`src/rtl/ring_notify_pkg.sv`:
```
package ring_notify_pkg;

    typedef enum logic {
        ST_ARMED      = 1'b0,
        ST_WAIT_READS = 1'b1
    } arm_state_e;

    // Number of 32-bit words needed to hold a packed flag vector
    function automatic int words_for(input int bits);
        return (31 + bits) / 32;
    endfunction

    // Index width for a bank of n words (at least one bit)
    function automatic int idx_width(input int n);
        return (n > 1) ? $clog2(n) : 1;
    endfunction

endpackage

```
`src/rtl/ring_notify_status.sv`:
```
module ring_notify_status
    import ring_notify_pkg::*;
#(
    parameter int NUM_CH = 12,
    parameter int NSW    = words_for(3 * NUM_CH),
    parameter int IDX_W  = idx_width(NSW)
) (
    input  logic              clk,
    input  logic              rst_n,
    input  logic [NUM_CH-1:0] evt_tx,
    input  logic [NUM_CH-1:0] evt_rx,
    input  logic [NUM_CH-1:0] evt_ovf,
    input  logic              rd_en,
    input  logic [IDX_W-1:0]  rd_idx,
    output logic [31:0]       rd_word,
    output logic [NUM_CH-1:0] tx_flags,
    output logic [NUM_CH-1:0] rx_flags,
    output logic [NUM_CH-1:0] ovf_flags
);
    localparam int FLAT_W = NSW * 32;

    logic [FLAT_W-1:0] evt_flat;
    logic [FLAT_W-1:0] sts_flat;
    logic [31:0]       sts_q [NSW];

    // Pack the three fields back to back; padding stays zero
    always_comb begin
        evt_flat = '0;
        evt_flat[3*NUM_CH-1:0] = {evt_ovf, evt_rx, evt_tx};
    end

    for (genvar w = 0; w < NSW; w++) begin : g_word
        logic hit;
        assign hit = rd_en && (rd_idx == IDX_W'(w));

        // Clear on read, but a same-cycle event wins
        always_ff @(posedge clk or negedge rst_n) begin
            if (!rst_n) begin
                sts_q[w] <= '0;
            end else begin
                sts_q[w] <= (hit ? 32'd0 : sts_q[w]) | evt_flat[w*32 +: 32];
            end
        end

        assign sts_flat[w*32 +: 32] = sts_q[w];
    end

    always_comb begin
        rd_word = '0;
        for (int w = 0; w < NSW; w++) begin
            if (rd_idx == IDX_W'(w)) rd_word = sts_q[w];
        end
    end

    assign tx_flags  = sts_flat[NUM_CH-1:0];
    assign rx_flags  = sts_flat[2*NUM_CH-1:NUM_CH];
    assign ovf_flags = sts_flat[3*NUM_CH-1:2*NUM_CH];

endmodule

```
`src/rtl/ring_notify_enable.sv`:
```
module ring_notify_enable
    import ring_notify_pkg::*;
#(
    parameter int NUM_CH = 12,
    parameter int NEW    = words_for(2 * NUM_CH),
    parameter int IDX_W  = idx_width(NEW)
) (
    input  logic              clk,
    input  logic              rst_n,
    input  logic              wr_en,
    input  logic [IDX_W-1:0]  idx,
    input  logic [31:0]       wdata,
    output logic [31:0]       rd_word,
    output logic [NUM_CH-1:0] rx_en,
    output logic [NUM_CH-1:0] tx_en
);
    localparam int FLAT_W = NEW * 32;
    localparam logic [FLAT_W-1:0] ONE_F = 1;
    localparam logic [FLAT_W-1:0] VALID = (ONE_F << (2 * NUM_CH)) - ONE_F;

    logic [31:0]       en_q [NEW];
    logic [FLAT_W-1:0] en_flat;

    for (genvar w = 0; w < NEW; w++) begin : g_word
        always_ff @(posedge clk or negedge rst_n) begin
            if (!rst_n) begin
                en_q[w] <= '0;
            end else if (wr_en && (idx == IDX_W'(w))) begin
                en_q[w] <= wdata & VALID[w*32 +: 32];
            end
        end
        assign en_flat[w*32 +: 32] = en_q[w];
    end

    always_comb begin
        rd_word = '0;
        for (int w = 0; w < NEW; w++) begin
            if (idx == IDX_W'(w)) rd_word = en_q[w];
        end
    end

    assign rx_en = en_flat[NUM_CH-1:0];
    assign tx_en = en_flat[2*NUM_CH-1:NUM_CH];

endmodule

```
`src/rtl/ring_notify_arm_fsm.sv`:
```
module ring_notify_arm_fsm
    import ring_notify_pkg::*;
#(
    parameter int NSW   = 2,
    parameter int IDX_W = idx_width(NSW)
) (
    input  logic             clk,
    input  logic             rst_n,
    input  logic             pending,
    input  logic             rd_en,
    input  logic [IDX_W-1:0] rd_idx,
    output logic             irq
);
    localparam logic [NSW-1:0] ONE_M = 1;

    arm_state_e     state_q, state_d;
    logic [NSW-1:0] seen_q, seen_d;

    // State register
    always_ff @(posedge clk or negedge rst_n) begin
        if (!rst_n) begin
            state_q <= ST_ARMED;
            seen_q  <= '0;
        end else begin
            state_q <= state_d;
            seen_q  <= seen_d;
        end
    end

    // Transitions: fire (ARMED -> WAIT_READS), rearm (WAIT_READS -> ARMED)
    always_comb begin
        state_d = state_q;
        seen_d  = seen_q;
        unique case (state_q)
            ST_ARMED: begin
                if (pending) begin
                    state_d = ST_WAIT_READS;
                    seen_d  = '0;
                end
            end
            ST_WAIT_READS: begin
                if (rd_en) seen_d = seen_q | (ONE_M << rd_idx);
                if (&seen_d) state_d = ST_ARMED;
            end
        endcase
    end

    // Outputs
    always_comb begin
        irq = 1'b0;
        unique case (state_q)
            ST_ARMED:      irq = pending;
            ST_WAIT_READS: irq = 1'b0;
        endcase
    end

endmodule

```
`src/rtl/ring_notify_ctrl.sv`:
```
module ring_notify_ctrl
    import ring_notify_pkg::*;
#(
    parameter int NUM_CH   = 12,
    parameter int ADDR_W   = 6,
    parameter int EN_BASE  = 16,
    parameter int CAP_ADDR = 63
) (
    input  logic              clk,
    input  logic              rst_n,
    input  logic [NUM_CH-1:0] evt_tx_done,
    input  logic [NUM_CH-1:0] evt_rx_done,
    input  logic [NUM_CH-1:0] evt_rx_ovf,
    input  logic              req_valid,
    input  logic              req_write,
    input  logic [ADDR_W-1:0] req_addr,
    input  logic [31:0]       req_wdata,
    output logic              rsp_valid,
    output logic [31:0]       rsp_rdata,
    output logic              irq
);
    localparam int NSW    = words_for(3 * NUM_CH);
    localparam int NEW    = words_for(2 * NUM_CH);
    localparam int SIDX_W = idx_width(NSW);
    localparam int EIDX_W = idx_width(NEW);
    localparam logic [ADDR_W-1:0] A_STS_END = ADDR_W'(NSW);
    localparam logic [ADDR_W-1:0] A_EN      = ADDR_W'(EN_BASE);
    localparam logic [ADDR_W-1:0] A_EN_END  = ADDR_W'(EN_BASE + NEW);
    localparam logic [ADDR_W-1:0] A_CAP     = ADDR_W'(CAP_ADDR);

    logic              rd_req, wr_req;
    logic              sts_sel, en_sel, cap_sel;
    logic [SIDX_W-1:0] sts_idx;
    logic [EIDX_W-1:0] en_idx;
    logic [ADDR_W-1:0] en_off;
    logic [31:0]       sts_word, en_word, rdata_d;
    logic [NUM_CH-1:0] tx_sts, rx_sts, ovf_sts, rx_en, tx_en;
    logic              pending;

    assign rd_req  = req_valid && !req_write;
    assign wr_req  = req_valid && req_write;
    assign sts_sel = req_addr < A_STS_END;
    assign en_sel  = (req_addr >= A_EN) && (req_addr < A_EN_END);
    assign cap_sel = req_addr == A_CAP;
    assign sts_idx = SIDX_W'(req_addr);
    assign en_off  = req_addr - A_EN;
    assign en_idx  = EIDX_W'(en_off);

    ring_notify_status #(.NUM_CH(NUM_CH), .NSW(NSW), .IDX_W(SIDX_W)) u_sts (
        .clk       (clk),
        .rst_n     (rst_n),
        .evt_tx    (evt_tx_done),
        .evt_rx    (evt_rx_done),
        .evt_ovf   (evt_rx_ovf),
        .rd_en     (rd_req && sts_sel),
        .rd_idx    (sts_idx),
        .rd_word   (sts_word),
        .tx_flags  (tx_sts),
        .rx_flags  (rx_sts),
        .ovf_flags (ovf_sts)
    );

    ring_notify_enable #(.NUM_CH(NUM_CH), .NEW(NEW), .IDX_W(EIDX_W)) u_en (
        .clk     (clk),
        .rst_n   (rst_n),
        .wr_en   (wr_req && en_sel),
        .idx     (en_idx),
        .wdata   (req_wdata),
        .rd_word (en_word),
        .rx_en   (rx_en),
        .tx_en   (tx_en)
    );

    assign pending = |(tx_sts & tx_en) | |(rx_sts & rx_en) | |(ovf_sts & rx_en);

    ring_notify_arm_fsm #(.NSW(NSW), .IDX_W(SIDX_W)) u_fsm (
        .clk     (clk),
        .rst_n   (rst_n),
        .pending (pending),
        .rd_en   (rd_req && sts_sel),
        .rd_idx  (sts_idx),
        .irq     (irq)
    );

    always_comb begin
        rdata_d = '0;
        if (sts_sel)      rdata_d = sts_word;
        else if (en_sel)  rdata_d = en_word;
        else if (cap_sel) rdata_d = {21'd0, 11'(NUM_CH)};
    end

    always_ff @(posedge clk or negedge rst_n) begin
        if (!rst_n) begin
            rsp_valid <= 1'b0;
            rsp_rdata <= '0;
        end else begin
            rsp_valid <= rd_req;
            rsp_rdata <= rd_req ? rdata_d : 32'd0;
        end
    end

endmodule

```
`config.mk`:
```
export PLATFORM = sky130hd
export DESIGN_NAME = ring_notify_ctrl
export DESIGN_NICKNAME = d
export VERILOG_FILES = /design/src/rtl/ring_notify_pkg.sv /design/src/rtl/ring_notify_status.sv /design/src/rtl/ring_notify_enable.sv /design/src/rtl/ring_notify_arm_fsm.sv /design/src/rtl/ring_notify_ctrl.sv
export SDC_FILE = /design/constraint.sdc
export NUM_CORES = 1
export LEC_CHECK = 0
export CAP_MARGIN = 40
export CORE_UTILIZATION = 35
export DETAILED_ROUTE_END_ITERATION = 7
export HOLD_SLACK_MARGIN = 0.06
export PLACE_DENSITY = 0.68
export SLEW_MARGIN = 0
export SYNTH_ARGS = -nofsm -noshare
export SYNTH_HDL_FRONTEND = slang
export SYNTH_HIERARCHICAL = 1
export SYNTH_SLANG_ARGS = --single-unit
```
`constraint.sdc`:
```
create_clock -name clk -period 4 [get_ports clk]
set_clock_uncertainty 0.05 [all_clocks]
set_input_delay 0.6 -clock clk [delete_from_list [all_inputs] [get_ports clk]]
set_output_delay 0.6 -clock clk [all_outputs]
set_load 0.1 [all_outputs]
```
Yosys cells after proc, flatten, opt, wreduce, memory -nomap -nowiden:

Cells that the tools add are included.
Widths: inputs -> output; s select.

* add/sub/neg operators: 1
* $mul: 0
* div/mod/pow operators: 0
* order comparisons: 3
* eq/ne operators: 2
* shift-type cells: 1
* multiplexer cells: 16
* bitwise operators: 11
* reduce and logical (&&, ||, !) cells: 13

Operator list (number)
* $mux 32: 6
* $and 12x12->12: 3
* $reduce_or 12->1: 3
* $or 32x32->32: 1
* $or 32x4->32: 1
* $mux 24: 1
* $logic_and 1x1->1: 8
* $eq 6x6->1 const B: 1
* $ge 6x5->1 const B: 1
* $lt 6x2->1 const B: 1
* $lt 6x5->1 const B: 1
* $mux 2: 3
* $mux 4: 1
* $pmux 1 s2: 2
* $pmux 2 s2: 1
* $not 1->1: 3
* $mux 1: 2
* $ne 2x1->1 const B: 1
* $or 1x1->1: 2
* $or 2x2->2: 1
* $reduce_and 2->1: 1
* $shl 1x1->2 const A: 1
* $logic_not 1->1: 1
* $sub 1x1->1 const B: 1

* bits in registers: 124
* bits in latches: 0
* bits in writable memories: 0
* bits in read-only memories: 0
* input bits: 78
* output and inout port bits: 34
* memories kept: 0

Logic depth before layout (Yosys ltp):

* depth after elaboration: 8
* gate-level depth with buffers: 7
* mapped depth without buffers: 6

Cells and area by module:

Netlist, hierarchy kept.

Modules (own cells, without submodules)
* ring_notify_status: times used 1, cells an instance 113, area each 1475.2 um^2, sequential area each 900.9 um^2
* ring_notify_ctrl: times used 1, cells an instance 110, area each 1387.6 um^2, sequential area each 825.8 um^2
* ring_notify_enable: times used 1, cells an instance 87, area each 1229.9 um^2, sequential area each 600.6 um^2
* ring_notify_arm_fsm: times used 1, cells an instance 14, area each 140.1 um^2, sequential area each 75.1 um^2

Worst setup path before layout:

No wires, ideal clock.

* kind: register to output
* start: reg u_sts.sts_q (netlist bit u_sts/tx_flags[2])
* end: out irq
* arrival time: 2093 ps
* data required time: 3350 ps
* setup slack: 1257 ps
* stages on the path, launching flop included: 6
* path buffers: 0
* path through: dfrtp_1 a22o_1 a221oi_1 nand3_1 or4_1 nor2b_1

* cells in the longest elaborated chain, start to end: 5

Ends and longest elaborated chain
* start, declared: line ring_notify_status.sv:24 `logic [31:0] sts_q [NSW];`
* start signal, assigned by index: line ring_notify_status.sv:41 `sts_q[w] <= (hit ? 32'd0 : sts_q[w]) | evt_flat[w*32 +: 32];`
* $and 12x12->12: line ring_notify_ctrl.sv:74 `assign pending = |(tx_sts & tx_en) | |(rx_sts & rx_en) | |(ovf_sts & rx_en);`
* $reduce_or 12->1: line ring_notify_ctrl.sv:74
* $or 1x1->1 (2 in series): line ring_notify_ctrl.sv:74
* named net pending: line ring_notify_ctrl.sv:38 `logic pending;`
* $pmux 1 s2: line ring_notify_arm_fsm.sv:51 `unique case (state_q)`
* end, declared: line ring_notify_ctrl.sv:20 `output logic irq`

The timed path passes the listed nets, and every way through them passes these cells.

Worst setup path in the final report:

* start: reg u_sts.sts_q (netlist bit u_sts/tx_flags[3])
* end: out irq

The elaborated chain is that of the path after synthesis.

==> metrics.md <==
| Metric | Value |
|---|---|
| Final hold viol count | `0` |
| Antenna violations before repair | `0` |
| Endpoints failing setup | `0` |
| CTS HTree Levels | `3` |
| GP Congestion | `0.779` |
| CTS clk-pin slew, worst paths | `60 ps` |
| Worst slew margin | `0.556` |
| Placed instance area | `0.00582 mm²` |
| Max-Cap Viols | `0` |
| RSZ-0062 raised after global routing | `false` |
| Layout Cells excl Fill | `608` |
| Worst skew pair latency | `340 ps` |
| Share of cells above drive strength 1 | `0.198` |
| Total track usage | `0.175` |
| Hold_ws | `198 ps` |
| Clock period minus worst slack | `3130 ps` |
| Placed cells | `593` |
| Resized cells post-CTS | `0` |
| Root Driver | `clkbuf_16` |
| Leak pwr | `2.54 nW` |
| Gr ovfl total | `0` |
| First-pass DRT Iterations | `8` |
| Starting DRT DRC Count | `130` |
| Top-Level Pins | `112` |
| Number of global-route vias before repair | `3059` |
| Num CTS Buffers | `9` |
| Syn_area_per_cell | `13.1 µm²` |
| Setup crit end kind | `output pin` |
| Final worst slack | `867 ps` |
| CP Data Arrival Time | `2480 ps` |
| Register area share after synthesis | `0.568` |
| First-pass GRT wire length | `16.4 mm` |
| Final core utilization | `0.525` |
| # nets final | `539` |
| Pwr dens | `337 mW/mm²` |
| Failing checks | `design-rule violations` |
| WL/cell | `17.1 µm` |
| Synth warn | `6` |
| Post-DR vias/cell | `4.89` |
| Least-Margin Pin Slew | `667 ps` |
| Worst VDD drop | `160 µV` |
| Critical path data required time | `3350 ps` |
| Initial cell density of the core | `0.364` |
| Area growth, synth to finish | `44.0%` |
| Post-route cell area | `0.00609 mm²` |
| CTS Buffer Depth | `2` |
| Final period util | `0.783` |
| CP startpoint kind | `register` |
| Dpl ws | `585 ps` |
| Post-route ant nets | `0` |
| Hold-fix buffers, CTS | `0` |
| Max Transition Viols Final | `0` |
| Outcome | `finished with violations` |
| Pwr Total | `2.06 mW` |
| Via count | `2973` |
| Detail Placement HPWL | `7.82 mm` |
| Die Ht | `112 µm` |
| Die area | `0.0125 mm²` |
| Post-synthesis sequential element count | `96` |
| Yosys cell types | `32` |
| Core box area | `0.0116 mm²` |
| Final WL | `10.4 mm` |
| Sink Count | `96` |
| Cells after Synth | `324` |
| Critical path peak fanout | `3` |
| CTS tree | `yes` |
| Rows | `39` |
| Critical path class | `reg -> out` |
| Fmax | `319 MHz` |
| IO Port Bufs | `103` |
| Pin count of the biggest net entering global routing | `66` |
| Worst hold path class | `in -> async` |
| Die width | `112 µm` |
| Setup TNS | `0 ps` |
| Setup Buffers After CTS | `0` |
| DRC | `5` |
| Mapped Area | `0.00423 mm²` |
| Antenna diodes | `0` |
==> critical path, stage by stage (launching register included) <==
cell and delay (ps):
dfrtp_1 430, a22o_1 250, a221oi_1 290, nand3_1 150
or4_1 610, nor2b_1 170, buf_4 230
==> registers in the layout (all words and copies together) (netlist names) <==
name	cells
u_en/en_flat	24
u_sts/tx_flags	12
rsp_rdata	32
rsp_valid	1
u_sts/rx_flags	12
u_sts/ovf_flags	12
u_fsm/seen_q	2
u_fsm/state_q	1
==> per-layer routing <==
layer  GRT usage  vias to the layer above  wire length [µm]
li1            -                     1411                 -
met1       0.227                     1474              4680
met4      0.0782                        0               241
met5           0                        -                 0
met3      0.0261                       16               377
met2       0.291                       72              5110
==> synthesized netlist by cell type, drive strengths merged <==
| cell type | instances | area share |
|---|---|---|
| a21o | 36 | 0.064 |
| a21oi | 1 | 0.0012 |
| a221oi | 3 | 0.0062 |
| a22o | 33 | 0.068 |
| and2b | 4 | 0.0071 |
| buf | 24 | 0.054 |
| clkbuf | 2 | 0.0018 |
| conb | 1 | 0.00089 |
| dfrtp | 96 | 0.57 |
| inv | 3 | 0.0027 |
| mux2 | 28 | 0.092 |
| nand2 | 7 | 0.0062 |
| nand2b | 1 | 0.0033 |
| nand3 | 3 | 0.0035 |
| nand3b | 1 | 0.0018 |
| nand4 | 3 | 0.0044 |
| nand4b | 1 | 0.0021 |
| nor2 | 3 | 0.0027 |
| nor2b | 51 | 0.075 |
| nor3 | 1 | 0.0012 |
| nor3b | 1 | 0.0044 |
| o21ai | 15 | 0.018 |
| o221a | 1 | 0.0027 |
| o22ai | 2 | 0.0030 |
| or3b | 1 | 0.0021 |
| or4 | 2 | 0.0044 |
==> placed cells by master (no fill, tap or decap), drive strengths merged <==
cell           synthesis  layout
clkdlybuf4s50          0     100
dfrtp                 96      96
nor2b                 51      51
buf                   24      45
a21o                  36      36
a22o                  33      33
mux2                  28      28
o21ai                 15      15
clkbuf                 2      11
conb                   1       8
nand2                  7       7
and2b                  4       4
nand3                  3       3
nor2                   3       3
a221oi                 3       3
nand4                  3       3
clkinvlp               0       3
inv                    3       3
o22ai                  2       2
or4                    2       2
nor3b                  1       1
nor3                   1       1
or3b                   1       1
clkinv                 0       1
a21oi                  1       1
nand4b                 1       1
o221a                  1       1
nand3b                 1       1
nand2b                 1       1
==> where the power goes <==
part	total [mW]	switching [mW]	internal [mW]	leakage, nW
clock	0.788	0.352	0.436	0.124
sequential	1.02	0.0237	0.998	1.14
combinational	0.246	0.121	0.125	1.28
==> path summary, 6_finish.rpt <==
kind / end / slack [ps] / from / depth (start not counted)
setup / recovery: irq / 870 / u_sts/tx_flags[3]$_DFF_PN0_ / 6
setup reg to reg: u_fsm/seen_q[0]$_DFFE_PN0P_ / 1820 / u_sts/tx_flags[3]$_DFF_PN0_ / 6
max in group asynchronous: u_sts/tx_flags[11]$_DFF_PN0_ / 3080 / rst_n / 2
hold / removal: u_sts/ovf_flags[3]$_DFF_PN0_ / 200 / rst_n / 1
min in group clk: u_sts/rx_flags[8]$_DFF_PN0_ / 450 / u_sts/rx_flags[8]$_DFF_PN0_ / 1
hold reg to reg: u_sts/rx_flags[8]$_DFF_PN0_ / 450 / u_sts/rx_flags[8]$_DFF_PN0_ / 1
==> cells by family (layout without fill, tap and decap cells) <==
kind of cell | Yosys count | in the layout | synth area share
multiplexers | 28 | 28 | 0.0922
flip-flops | 96 | 96 | 0.568
AO/OA/AOI/OAI | 91 | 91 | 0.163
other | 1 | 8 | 0.000886
AND/OR/NAND/NOR | 79 | 79 | 0.119
buffers and inverters | 29 | 163 | 0.0579
==> layout make-up <==
cell class	count	area [µm²]
fill	1021	5520
multi-input combinational	206	1620
timing repair buffer	145	1600
inverter	3	11.3
tap	143	179
sequential	96	2400
clock inverter	4	31.3
clock buffer	11	243
Note: power is estimated with default switching activity, not from simulation.
